## config.mk

```make
export PLATFORM = sky130hd
export DESIGN_NAME = sat_unit
export DESIGN_NICKNAME = d
export VERILOG_FILES = /design/src/rtl/sat_pkg.sv /design/src/rtl/sat_table.sv /design/src/rtl/sat_check.sv /design/src/rtl/sat_unit.sv
export SDC_FILE = /design/constraint.sdc
export NUM_CORES = 1
export LEC_CHECK = 0
export BUFFER_PORTS_ARGS = -buffer_cell sky130_fd_sc_hd__buf_2
export CELL_PAD_IN_SITES_DETAIL_PLACEMENT = 1
export CELL_PAD_IN_SITES_GLOBAL_PLACEMENT = 2
export CORE_MARGIN = 2
export CORE_UTILIZATION = 35
export CTS_BUF_LIST = sky130_fd_sc_hd__clkbuf_4 sky130_fd_sc_hd__clkbuf_8
export CTS_CLUSTER_SIZE = 28
export DETAILED_ROUTE_END_ITERATION = 16
export GPL_TIMING_DRIVEN = 1
export HOLD_SLACK_MARGIN = 0.03
export PLACE_DENSITY = 0.83
export SLEW_MARGIN = 30
export SYNTH_ARGS = -nofsm -noshare
export SYNTH_HDL_FRONTEND = slang
export SYNTH_SLANG_ARGS = --single-unit
export TNS_END_PERCENT = 20
```

## constraint.sdc

```tcl
create_clock -name clk -period 3.8 [get_ports clk]
set_clock_uncertainty 0.15 [all_clocks]
set_input_delay 0.38 -clock clk [delete_from_list [all_inputs] [get_ports clk]]
set_output_delay 0.38 -clock clk [all_outputs]
set_load 0.02 [all_outputs]
```

## src/rtl/sat_pkg.sv

```systemverilog
package sat_pkg;

    typedef enum logic [1:0] {
        ACC_READ  = 2'd0,
        ACC_WRITE = 2'd1,
        ACC_EXEC  = 2'd2,
        ACC_RSVD  = 2'd3
    } acc_e;

    typedef enum logic [1:0] {
        CAUSE_RANGE   = 2'd0,
        CAUSE_INVALID = 2'd1,
        CAUSE_LIMIT   = 2'd2,
        CAUSE_PERM    = 2'd3
    } cause_e;

    localparam int PERM_RD = 0;
    localparam int PERM_WR = 1;
    localparam int PERM_EX = 2;

    function automatic logic perm_grants(input logic [2:0] perm, input acc_e acc);
        logic g;
        case (acc)
            ACC_READ:  g = perm[PERM_RD];
            ACC_WRITE: g = perm[PERM_WR];
            ACC_EXEC:  g = perm[PERM_EX];
            default:   g = 1'b0;
        endcase
        return g;
    endfunction

endpackage

```

## src/rtl/sat_table.sv

```systemverilog
module sat_table #(
    parameter int SEG_W = 3,
    parameter int PA_W  = 16,
    parameter int LIM_W = 13
) (
    input  logic             clk,
    input  logic             rst_n,
    input  logic             wr_en,
    input  logic             wr_sel,
    input  logic [SEG_W-1:0] wr_idx,
    input  logic [PA_W-1:0]  wr_base,
    input  logic [LIM_W-1:0] wr_limit,
    input  logic             wr_valid,
    input  logic [2:0]       wr_perm,
    input  logic [SEG_W:0]   wr_count,
    input  logic [SEG_W-1:0] rd_idx,
    output logic [PA_W-1:0]  rd_base,
    output logic [LIM_W-1:0] rd_limit,
    output logic             rd_valid,
    output logic [2:0]       rd_perm,
    output logic [SEG_W:0]   count_q
);
    localparam int NSEG = 1 << SEG_W;

    typedef struct packed {
        logic [PA_W-1:0]  base;
        logic [LIM_W-1:0] limit;
        logic             valid;
        logic [2:0]       perm;
    } slot_t;

    slot_t slots [NSEG];

    for (genvar g = 0; g < NSEG; g++) begin : g_slot
        slot_t slot_d, slot_q;

        always_comb begin
            slot_d = slot_q;
            if (wr_en && !wr_sel && (wr_idx == SEG_W'(g))) begin
                slot_d.base  = wr_base;
                slot_d.limit = wr_limit;
                slot_d.valid = wr_valid;
                slot_d.perm  = wr_perm;
            end
        end

        always_ff @(posedge clk) begin
            if (!rst_n) slot_q <= '0;
            else        slot_q <= slot_d;
        end

        assign slots[g] = slot_q;
    end

    logic [SEG_W:0] count_d;

    always_comb begin
        count_d = count_q;
        if (wr_en && wr_sel) count_d = wr_count;
    end

    always_ff @(posedge clk) begin
        if (!rst_n) count_q <= '0;
        else        count_q <= count_d;
    end

    slot_t sel;
    assign sel      = slots[rd_idx];
    assign rd_base  = sel.base;
    assign rd_limit = sel.limit;
    assign rd_valid = sel.valid;
    assign rd_perm  = sel.perm;

endmodule

```

## src/rtl/sat_check.sv

```systemverilog
module sat_check
    import sat_pkg::*;
#(
    parameter int SEG_W = 3,
    parameter int OFF_W = 12,
    parameter int PA_W  = 16
) (
    input  logic [SEG_W:0]   count,
    input  logic [SEG_W-1:0] seg,
    input  logic [OFF_W-1:0] off,
    input  logic [1:0]       acc,
    input  logic [PA_W-1:0]  e_base,
    input  logic [OFF_W:0]   e_limit,
    input  logic             e_valid,
    input  logic [2:0]       e_perm,
    output logic             pass,
    output cause_e           cause,
    output logic [PA_W-1:0]  phys
);
    logic in_range, in_limit, granted;

    always_comb begin
        in_range = ({1'b0, seg} < count);
        in_limit = ({1'b0, off} < e_limit);
        granted  = perm_grants(e_perm, acc_e'(acc));
        phys     = e_base + PA_W'(off);
        pass     = 1'b0;
        cause    = CAUSE_RANGE;
        if (!in_range)      cause = CAUSE_RANGE;
        else if (!e_valid)  cause = CAUSE_INVALID;
        else if (!in_limit) cause = CAUSE_LIMIT;
        else if (!granted)  cause = CAUSE_PERM;
        else                pass  = 1'b1;
    end

endmodule

```

## src/rtl/sat_unit.sv

```systemverilog
module sat_unit
    import sat_pkg::*;
#(
    parameter int SEG_W = 3,
    parameter int OFF_W = 12,
    parameter int PA_W  = 16
) (
    input  logic             clk,
    input  logic             rst_n,
    input  logic             cfg_priv,
    input  logic             cfg_we,
    input  logic             cfg_sel,
    input  logic [SEG_W-1:0] cfg_idx,
    input  logic [PA_W-1:0]  cfg_base,
    input  logic [OFF_W:0]   cfg_limit,
    input  logic             cfg_valid,
    input  logic [2:0]       cfg_perm,
    input  logic [SEG_W:0]   cfg_count,
    input  logic             req_valid,
    output logic             req_ready,
    input  logic [SEG_W-1:0] req_seg,
    input  logic [OFF_W-1:0] req_off,
    input  logic [1:0]       req_acc,
    output logic             rsp_valid,
    output logic [PA_W-1:0]  rsp_addr,
    output logic             fault,
    output logic [1:0]       fault_cause
);
    localparam int LIM_W = OFF_W + 1;

    typedef struct packed {
        logic            ok;
        logic            flt;
        cause_e          cause;
        logic [PA_W-1:0] addr;
    } out_t;

    logic             cfg_wr;
    logic             fire;
    logic [SEG_W:0]   seg_count;
    logic [PA_W-1:0]  e_base;
    logic [LIM_W-1:0] e_limit;
    logic             e_valid;
    logic [2:0]       e_perm;
    logic             chk_pass;
    cause_e           chk_cause;
    logic [PA_W-1:0]  chk_phys;

    assign cfg_wr    = cfg_priv && cfg_we;
    assign req_ready = !cfg_wr;
    assign fire      = req_valid && req_ready;

    sat_table #(.SEG_W(SEG_W), .PA_W(PA_W), .LIM_W(LIM_W)) u_table (
        .clk      (clk),
        .rst_n    (rst_n),
        .wr_en    (cfg_wr),
        .wr_sel   (cfg_sel),
        .wr_idx   (cfg_idx),
        .wr_base  (cfg_base),
        .wr_limit (cfg_limit),
        .wr_valid (cfg_valid),
        .wr_perm  (cfg_perm),
        .wr_count (cfg_count),
        .rd_idx   (req_seg),
        .rd_base  (e_base),
        .rd_limit (e_limit),
        .rd_valid (e_valid),
        .rd_perm  (e_perm),
        .count_q  (seg_count)
    );

    sat_check #(.SEG_W(SEG_W), .OFF_W(OFF_W), .PA_W(PA_W)) u_check (
        .count   (seg_count),
        .seg     (req_seg),
        .off     (req_off),
        .acc     (req_acc),
        .e_base  (e_base),
        .e_limit (e_limit),
        .e_valid (e_valid),
        .e_perm  (e_perm),
        .pass    (chk_pass),
        .cause   (chk_cause),
        .phys    (chk_phys)
    );

    out_t out_d, out_q;

    always_comb begin
        out_d = '0;
        if (fire) begin
            if (chk_pass) begin
                out_d.ok   = 1'b1;
                out_d.addr = chk_phys;
            end else begin
                out_d.flt   = 1'b1;
                out_d.cause = chk_cause;
            end
        end
    end

    always_ff @(posedge clk) begin
        if (!rst_n) out_q <= '0;
        else        out_q <= out_d;
    end

    assign rsp_valid   = out_q.ok;
    assign rsp_addr    = out_q.addr;
    assign fault       = out_q.flt;
    assign fault_cause = out_q.cause;

endmodule

```

### Word-level counts from Yosys, hierarchy flattened

Cells that the tools add are included.

| word-level totals | value |
|---|---|
| bits in registers | 288 |
| bits in latches | 0 |
| memory bits (writable) | 0 |
| bits in read-only memories | 0 |
| input port bits | 63 |
| output and inout bits | 21 |
| logic and storage cells | 90 |
| memories kept | 0 |

| cells by class | value |
|---|---|
| add/sub/neg operators | 1 |
| multipliers | 0 |
| divide/modulo/power cells | 0 |
| magnitude comparators | 3 |
| equal/unequal tests | 9 |
| shift operators | 0 |
| muxes and demuxes | 14 |
| bitwise gates (word level) | 5 |
| reductions and logical operators | 20 |

Operators with widths:

| kind | number |
|---|---|
| $bmux W33 S3 | 1 |
| $mux W33 | 2 |
| $add A16 B12 Y16 | 1 |
| $lt A12 B13 Y1 | 1 |
| $eq A3 B3 Y1 const B | 4 |
| $logic_and A1 B1 Y1 | 12 |
| $mux W2 | 4 |
| $eq A3 B2 Y1 const B | 2 |
| $mux W1 | 5 |
| $reduce_or A5 Y1 | 1 |
| $ge A4 B4 Y1 const B | 1 |
| $lt A3 B4 Y1 | 1 |
| $not A1 Y1 | 4 |
| $not A3 Y4 | 1 |
| $reduce_or A4 Y1 | 1 |
| $eq A3 B1 Y1 const B | 1 |
| $logic_not A3 Y1 | 1 |
| $mux W3 | 1 |
| $pmux W1 S3 | 1 |
| $reduce_and A3 Y1 | 1 |
| $eq A2 B1 Y1 const B | 1 |
| $eq A2 B2 Y1 const B | 1 |
| $logic_not A1 Y1 | 2 |
| $logic_not A2 Y1 | 1 |
| $reduce_and A2 Y1 | 1 |

### Depth between registers and ports, before layout

Gate-level depths: netlist of run 1.

| logic depth | value |
|---|---|
| depth after elaboration | 10 |
| mapped depth | 17 |
| gate-level depth less buffers | 12 |

### By module

A second synthesis of run 1 with hierarchy kept.

| second synthesis, totals | value |
|---|---|
| cells, all modules | 1226 |
| area total of the unflattened synthesis | 13337.8 um^2 |

Modules (own cells, without submodules):

| module | instances | cells an instance | area each (um^2) | seq. area each (um^2) |
|---|---|---|---|---|
| sat_table | 1 | 1034 | 11664.9 | 5365.1 |
| sat_check | 1 | 144 | 1076.0 | 0.0 |
| sat_unit | 1 | 48 | 596.8 | 400.4 |

### Worst setup path before layout of run 1

No wires, ideal clock.

| path | value |
|---|---|
| path type | input -> register |
| start point | in req_seg[0] |
| end point | reg out_q, in the netlist rsp_addr[15] |
| library setup time | 0.059 ns |
| arrival | 3.927 ns |
| required time | 3.591 ns |
| path slack | -0.336 ns |
| stages | 15 |
| path buffers | 6 |
| cell sequence | buf_6 buf_6 buf_4 buf_2 buf_2 mux4_2 mux2i_1 ha_1 a21o_1 a211o_1 a211oi_1 a2111oi_4 nor4_4 buf_6 o311a_1 |

| on the way | value |
|---|---|
| longest elaborated chain between the ends | 10 |
| elaborated cells between the ends (all ways) | 13 |
| classes of those cells | 1 x add/sub; 2 x order compare; 8 x mux; 1 x bitwise; 1 x reduce/logical |

RTL lines:

| what | RTL line | RTL |
|---|---|---|
| start: declaration | sat_unit.sv:21 | `input logic [SEG_W-1:0] req_seg,` |
| branches (longest 10 deep; another with $lt A12 B13 Y1) | - |  |
| end signal: assignment | sat_unit.sv:103 | `else out_q <= out_d;` |
| end: declaration | sat_unit.sv:86 | `out_t out_d, out_q;` |

Several ways; the timed one is not identified. The select of a mux whose other input is x is not followed.
A chain may end at the register's enable or synchronous reset.

### Worst setup path in the final report of run 1

| path | value |
|---|---|
| start point | reg u_table.g_slot[7].slot_q[18] in the netlist's numbering |
| end point | reg out_q, in the netlist rsp_addr[13] |

| on the way | value |
|---|---|
| longest elaborated chain between the ends | 4 |

RTL lines:

| what | RTL line | RTL |
|---|---|---|
| start: declaration | sat_table.sv:35 | `slot_t slot_d, slot_q;` |
| start signal: assignment | sat_table.sv:49 | `else slot_q <= slot_d;` |
| $bmux W33 S3 | sat_table.sv:68 | `assign sel = slots[rd_idx];` |
| $mux W33 (not written as such) (2 in series) | sat_table.sv:68 |  |
| $add A16 B12 Y16 | sat_check.sv:26 | `phys = e_base + PA_W'(off);` |

Every way passes these cells. The select of a mux whose other input is x is not followed.

==> out/qor.csv, run 1 <==
metric,value,unit
status,"finished, final reports clean",
grt_pass1_wl,68100,µm
ys_types,51,
synth_top_cells_by_area,"dfxtp_1, nand2_1, a21boi_0, mux4_2, clkbuf_1",
ys_seq_area_share,42.6,%
h-tree-depth,2,
fmax,308,MHz
cp.required,4120,ps
synth_top_area_cell,dfxtp_1,
cts_inserted_buffers,52,
critical_path.max_fanout,3,
hold_viol_final,0,
crit_path_max_incr_delay,470,ps
avgSynthCellArea,9.05,µm²
placed_cells,2011,
path_clk_slew,60,ps
grt_max_degree,265,
crit_path_top_delay_cell,mux4_2,
hp-class,in2reg,
fill_cells,4482,
p_leak,5.69,nW
cp.arrival,3570,ps
row_count,72,
worst_setup_path_start_kind,flop,
drv_slew,0,
rsz0062_at_grt,no,
root_buffer,clkbuf_8,
vias_per_cell,5.19,
cts_resized,0,
design_area,16000,µm²
power_density,412,nW/µm²
wl_per_cell,20.3,µm
syn_area,13500,µm²
cap_viol_max_count,0,
setup_viol,0,
start_util,35.3,%
min_period,3250,ps
hpwl,26400,µm
clk_path_buf_depth,3,
cp_cell_sequence,mux4_2 -> mux2i_1 -> inv_1 -> ha_1 -> a21oi_1 -> o211ai_1 -> o221a_2 -> a41o_1 -> nor4b_1 -> a31oi_1 -> and4_1,
path_buf_inv,1,
port_buffers,83,
first_global_vias,11800,
synth_top_area_share,42.6,%
slew_headroom,36.6,%
dr_total_vias,11100,
syn_nets,1585,
synth_ff_type,dfxtp_1,
async_reset_ff_share,0,%
die_area,40300,µm²
grt_usage,21.6,%
die_x,201,µm
area_delta_synth_final,18.4,%
synth-seq-cells,288,
fp.dieH,201,µm
cts_num_sinks,288,
drtIter0Drc,698,
end_kind,flop,
path_delay_family,compound AO/OA/AOI/OAI gates,
grt.overflow.total,0,
tns,0,ps
ios,84,
crit_type,reg2reg,
layout-drive-gt1-share,20.1,%
ys_warn_count,0,
antenna_found_initial,2,
drtAntennaViolNets,0,
insertion_delay,590,ps
coreArea,38400,µm²
synth_enable_flop_cells,0,
nets,1680,
drc,0,
tightestPinTransition,950,ps
final_cells,2146,
finalCritPeriodShare,85.5,%
gp_congestion,0.780,
detail_route.first_pass.iterations,5,
hold_buffers,43,
cts_tree,yes,
drt-total-wl,43700,µm
postCtsSetupBuffers,0,
syn_inst,1496,
place_area,14500,µm²
peakVddDrop,240,µV
## flip-flops by register name, summed over array words and instances, names as in the netlist
register	cells
u_table.g_slot.slot_q	264
rsp_addr	16
u_table.count_q	4
fault_cause	2
fault	1
rsp_valid	1
## synthesized netlist by cell type (all sizes together) (10+ instances only)
cell	count
mux2i	24
a21boi	264
nor2	17
inv	10
dfxtp	288
buf	40
nand2	536
clkbuf	97
o21ai	10
and2	12
a21oi	12
mux4	66
ha	25
mux2	12
## kinds of logic after synthesis
group           Yosys count  synth area share [%]
xor+xnor                  8                 0.518
fa+ha+maj                26                  2.46
compound gates          309                  17.0
buf+inv                 147                  5.14
simple gates            616                  18.5
mux                     102                  13.8
flops                   288                  42.6
## cells in the final DEF (no fill, tap or decap), drive strengths merged, types with 6 or more instances in the layout
| cell type | n |
|---|---|
| a21boi | 264 |
| a21oi | 12 |
| and2 | 12 |
| buf | 135 |
| clkbuf | 85 |
| dfxtp | 288 |
| dlygate4sd3 | 43 |
| ha | 25 |
| inv | 10 |
| mux2 | 12 |
| mux2i | 24 |
| mux4 | 66 |
| nand2 | 536 |
| nand2b | 6 |
| nand3 | 7 |
| nor2 | 17 |
| nor2b | 7 |
| nor3 | 7 |
| o21ai | 10 |
## worst paths after layout
path,startpoint,end,slack [ps],cells past startpoint
max reg2reg,u_table.g_slot[7].slot_q[18],rsp_addr[13],550,11
min,rst_n,fault_cause[0],170,4
min reg2reg,u_table.g_slot[4].slot_q[8],u_table.g_slot[4].slot_q[8],310,2
max,u_table.g_slot[7].slot_q[18],rsp_addr[13],550,11
## power breakdown
part,internal (W),switching (W)
Sequential,0.00304,0.0000117
Combinational,0.000206,0.000263
Clock,0.00178,0.00130
## worst register-to-register path: stages (launching register included)
cell and delay (ps):
dfxtp_1 330, mux4_2 470, mux2i_1 230, inv_1 80, ha_1 290, a21oi_1 210
o211ai_1 170, o221a_2 290, a41o_1 270, nor4b_1 340, a31oi_1 80, and4_1 210
## layer usage
| metal | vias to the layer above | routed length, µm | GRT usage, % |
|---|---|---|---|
| met5 | - | 13 | 0 |
| met4 | 2 | 930 | 5.79 |
| met3 | 78 | 1970 | 3.44 |
| met2 | 243 | 21200 | 37.3 |
| met1 | 5598 | 19600 | 28.0 |
| li1 | 5225 | - | - |
## through the flow
step / utilization, % / power, W / hold WS, ps / worst slack (ps)
after global routing: 41.8 / 0.00684 / 174 / 390
after detailed placement: 37.7 / 0.00355 / 310 / 125
final: 41.8 / 0.00660 / 171 / 550
after floorplan: - / 0.00341 / 290 / 10.2
after global placement: 37.7 / 0.00355 / 299 / 162
after CTS: 41.7 / 0.00667 / 133 / 570
## final cells by class
| class | count | area (µm²) | area share (%) |
|---|---|---|---|
| Antenna cell | 1 | 2.50 | 0.0156 |
| Clock buffer | 85 | 1040 | 6.48 |
| Clock inverter | 5 | 55.1 | 0.343 |
| Inverter | 10 | 37.5 | 0.234 |
| Multi-Input combinational cell | 1061 | 7130 | 44.5 |
| Sequential cell | 288 | 5770 | 36.0 |
| Tap cell | 518 | 648 | 4.04 |
| Timing Repair Buffer | 178 | 1350 | 8.44 |
No activity file was read; power rests on OpenSTA's default activity.
==> run 2, diff against run 1 <==
--- a/config.mk
+++ b/config.mk
@@ -5,7 +5,7 @@
 export SDC_FILE = /design/constraint.sdc
 export NUM_CORES = 1
 export LEC_CHECK = 0
-export BUFFER_PORTS_ARGS = -buffer_cell sky130_fd_sc_hd__buf_2
+export BUFFER_PORTS_ARGS = -buffer_cell sky130_fd_sc_hd__buf_4
 export CELL_PAD_IN_SITES_DETAIL_PLACEMENT = 1
 export CELL_PAD_IN_SITES_GLOBAL_PLACEMENT = 2
 export CORE_MARGIN = 2
@@ -15,7 +15,7 @@
 export DETAILED_ROUTE_END_ITERATION = 16
 export GPL_TIMING_DRIVEN = 1
 export HOLD_SLACK_MARGIN = 0.03
-export PLACE_DENSITY = 0.83
+export PLACE_DENSITY = 0.8
 export SLEW_MARGIN = 30
 export SYNTH_ARGS = -nofsm -noshare
 export SYNTH_HDL_FRONTEND = slang
==> constraint.sdc (replaced) <==
create_clock -name clk -period 4.1 [get_ports clk]
set_clock_uncertainty 0.15 [all_clocks]
set_input_delay 0.41 -clock clk [delete_from_list [all_inputs] [get_ports clk]]
set_output_delay 0.41 -clock clk [all_outputs]
set_load 0.02 [all_outputs]
==> run 2 against run 1 <==
Flip-flop and latch count is the same. Die area is the same. Worst setup slack gained 250 ps. Sequential power shrank 7.5%. Total power shrank 8.1%. First-iteration DRC count shrank 27%. Clock power shrank 9.1%.
==> out/qor.csv, run 2 (synthesis gave the netlist of run 1 again) <==
metric,value,unit
port_buffers,83,
drc,0,
critical_path.max_fanout,4,
power_frac_comb,7.2,%
path_buf_inv,1,
fill_cells,4431,
power.switching,0.00146,W
fin_hold_ws,109,ps
p_seq_share,46.7,%
clkPwrFrac,46.0,%
die_x,201,µm
dr_total_vias,10900,
finalCritPeriodShare,80.5,%
path_delay_family,compound AO/OA/AOI/OAI gates,
antenna_found_initial,0,
postCtsSetupBuffers,0,
rsz0062_at_grt,no,
drtAntennaViolNets,0,
diodes,0,
drtIter0Drc,508,
largest_reg_flops,264,
detail_route.first_pass.iterations,5,
die_area,40300,µm²
root_buffer,clkbuf_8,
coreArea,38400,µm²
cts_num_sinks,288,
p_leak,5.60,nW
status,"finished, final reports clean",
crit_type,reg2reg,
cap_viol_max_count,0,
cp.required,4460,ps
first_global_vias,11600,
end_kind,flop,
grt_max_degree,267,
hold_viol_final,0,
hp-class,in2reg,
cp.arrival,3660,ps
crit_path_max_incr_delay,460,ps
regMostFlops,u_table.g_slot.slot_q,
peakVddDrop,162,µV
final_cell_mix,"nand2_1, dfxtp_1, a21boi_0",
slew_headroom,53.8,%
clk_path_buf_depth,3,
gp_congestion,0.749,
hpwl,25000,µm
p_sw_share,24.1,%
grt.overflow.total,0,
grt_pass1_wl,68600,µm
h-tree-depth,2,
crit_path_frequent_cell,o21ai_0,
ios,84,
worst_setup_path_start_kind,flop,
fmax,303,MHz
tns,0,ps
wl_per_cell,20.6,µm
internal-power,0.00460,W
area_delta_synth_final,18.2,%
cts_inserted_buffers,52,
row_count,72,
power_density,379,nW/µm²
cp_cell_sequence,mux4_2 -> mux2_2 -> ha_1 -> inv_1 -> fa_1 -> nand2b_1 -> a21oi_1 -> o41ai_1 -> o21ai_0 -> o21ai_0 -> xor2_1 -> and2_4,
grt_usage,22.1,%
min_period,3300,ps
path_clk_slew,60,ps
insertion_delay,620,ps
mostFrequentLayoutCell,nand2_1,
tightestPinTransition,674,ps
start_util,35.3,%
drt-total-wl,43700,µm
vias_per_cell,5.15,
crit_path_top_delay_cell,mux4_2,
finalPower,0.00606,W
cts_tree,yes,
nets,1659,
drv_slew,0,
setup_viol,0,
fp.dieH,201,µm
layout-drive-gt1-share,19.1,%
==> run 2: cell types whose count changed in the layout (fill, tap and decap cells not counted), moves of 2 or more <==
cell	before	now
and3_4	0	2
buf_12	7	4
buf_2	81	0
buf_4	45	110
clkbuf_4	21	19
dlygate4sd3_1	43	41
==> run 2: what timing repair did <==
action / 4_1_cts / 5_1_grt
hold buffers: 41 / 0
endpoints found under the hold margin: 269 / 0
resized for setup: 0 / 0
==> run 2: tightest hold or removal path: stages <==
cell and delay (ps):
buf_4 120, ha_1 180, and2_1 130
==> run 2: final cells by class <==
cell class                 count  area [µm²]  area share [%]
multi-input combinational   1061        7130            44.5
sequential                   288        5770            36.0
timing repair buffer         157        1360            8.47
clock buffer                  84        1040            6.48
tap                          518         648            4.05
inverter                      10        37.5           0.235
clock inverter                 5        30.0           0.188
==> run 2: metrics by stage <==
| stage | cells | util, % | cell area [µm²] | setup slack (ps) |
|---|---|---|---|---|
| 2_1_floorplan | 1496 | - | 13500 | 1.33 |
| 3_3_place_gp | 1992 | 37.8 | 14500 | 221 |
| 3_5_place_dp | 1992 | 37.8 | 14500 | 122 |
| 4_1_cts | 2122 | 41.6 | 16000 | 790 |
| 5_1_grt | 2123 | 41.7 | 16000 | 554 |
| 6_report | 2123 | 41.7 | 16000 | 801 |
==> run 2: power groups by stage <==
stage | Clock, W | Sequential (W) | Combinational, W
2_1_floorplan | 0 | 0.00289 | 0.000264
3_3_place_gp | 0 | 0.00289 | 0.000405
3_5_place_dp | 0 | 0.00289 | 0.000410
4_1_cts | 0.00288 | 0.00283 | 0.000442
5_1_grt | 0.00299 | 0.00283 | 0.000476
6_report | 0.00279 | 0.00283 | 0.000439
==> run 2: routing by layer <==
layer | track usage (%) | up-vias | share of wire [%]
li1 | - | 5191 | -
met2 | 38.9 | 211 | 50
met3 | 3.20 | 57 | 3.9
met1 | 28.2 | 5477 | 44
met5 | 0 | - | 0
met4 | 6.27 | 0 | 1.8
==> run 2: path summary, 6_finish.rpt <==
check                               start                      endpoint  slack [ps]  depth (start not counted)
max reg2reg  u_table.g_slot[7].slot_q[17]                  rsp_addr[12]         800                         12
max          u_table.g_slot[7].slot_q[17]                  rsp_addr[12]         800                         12
min reg2reg  u_table.g_slot[6].slot_q[30]  u_table.g_slot[6].slot_q[30]         310                          2
min                            req_off[0]                   rsp_addr[0]         110                          3
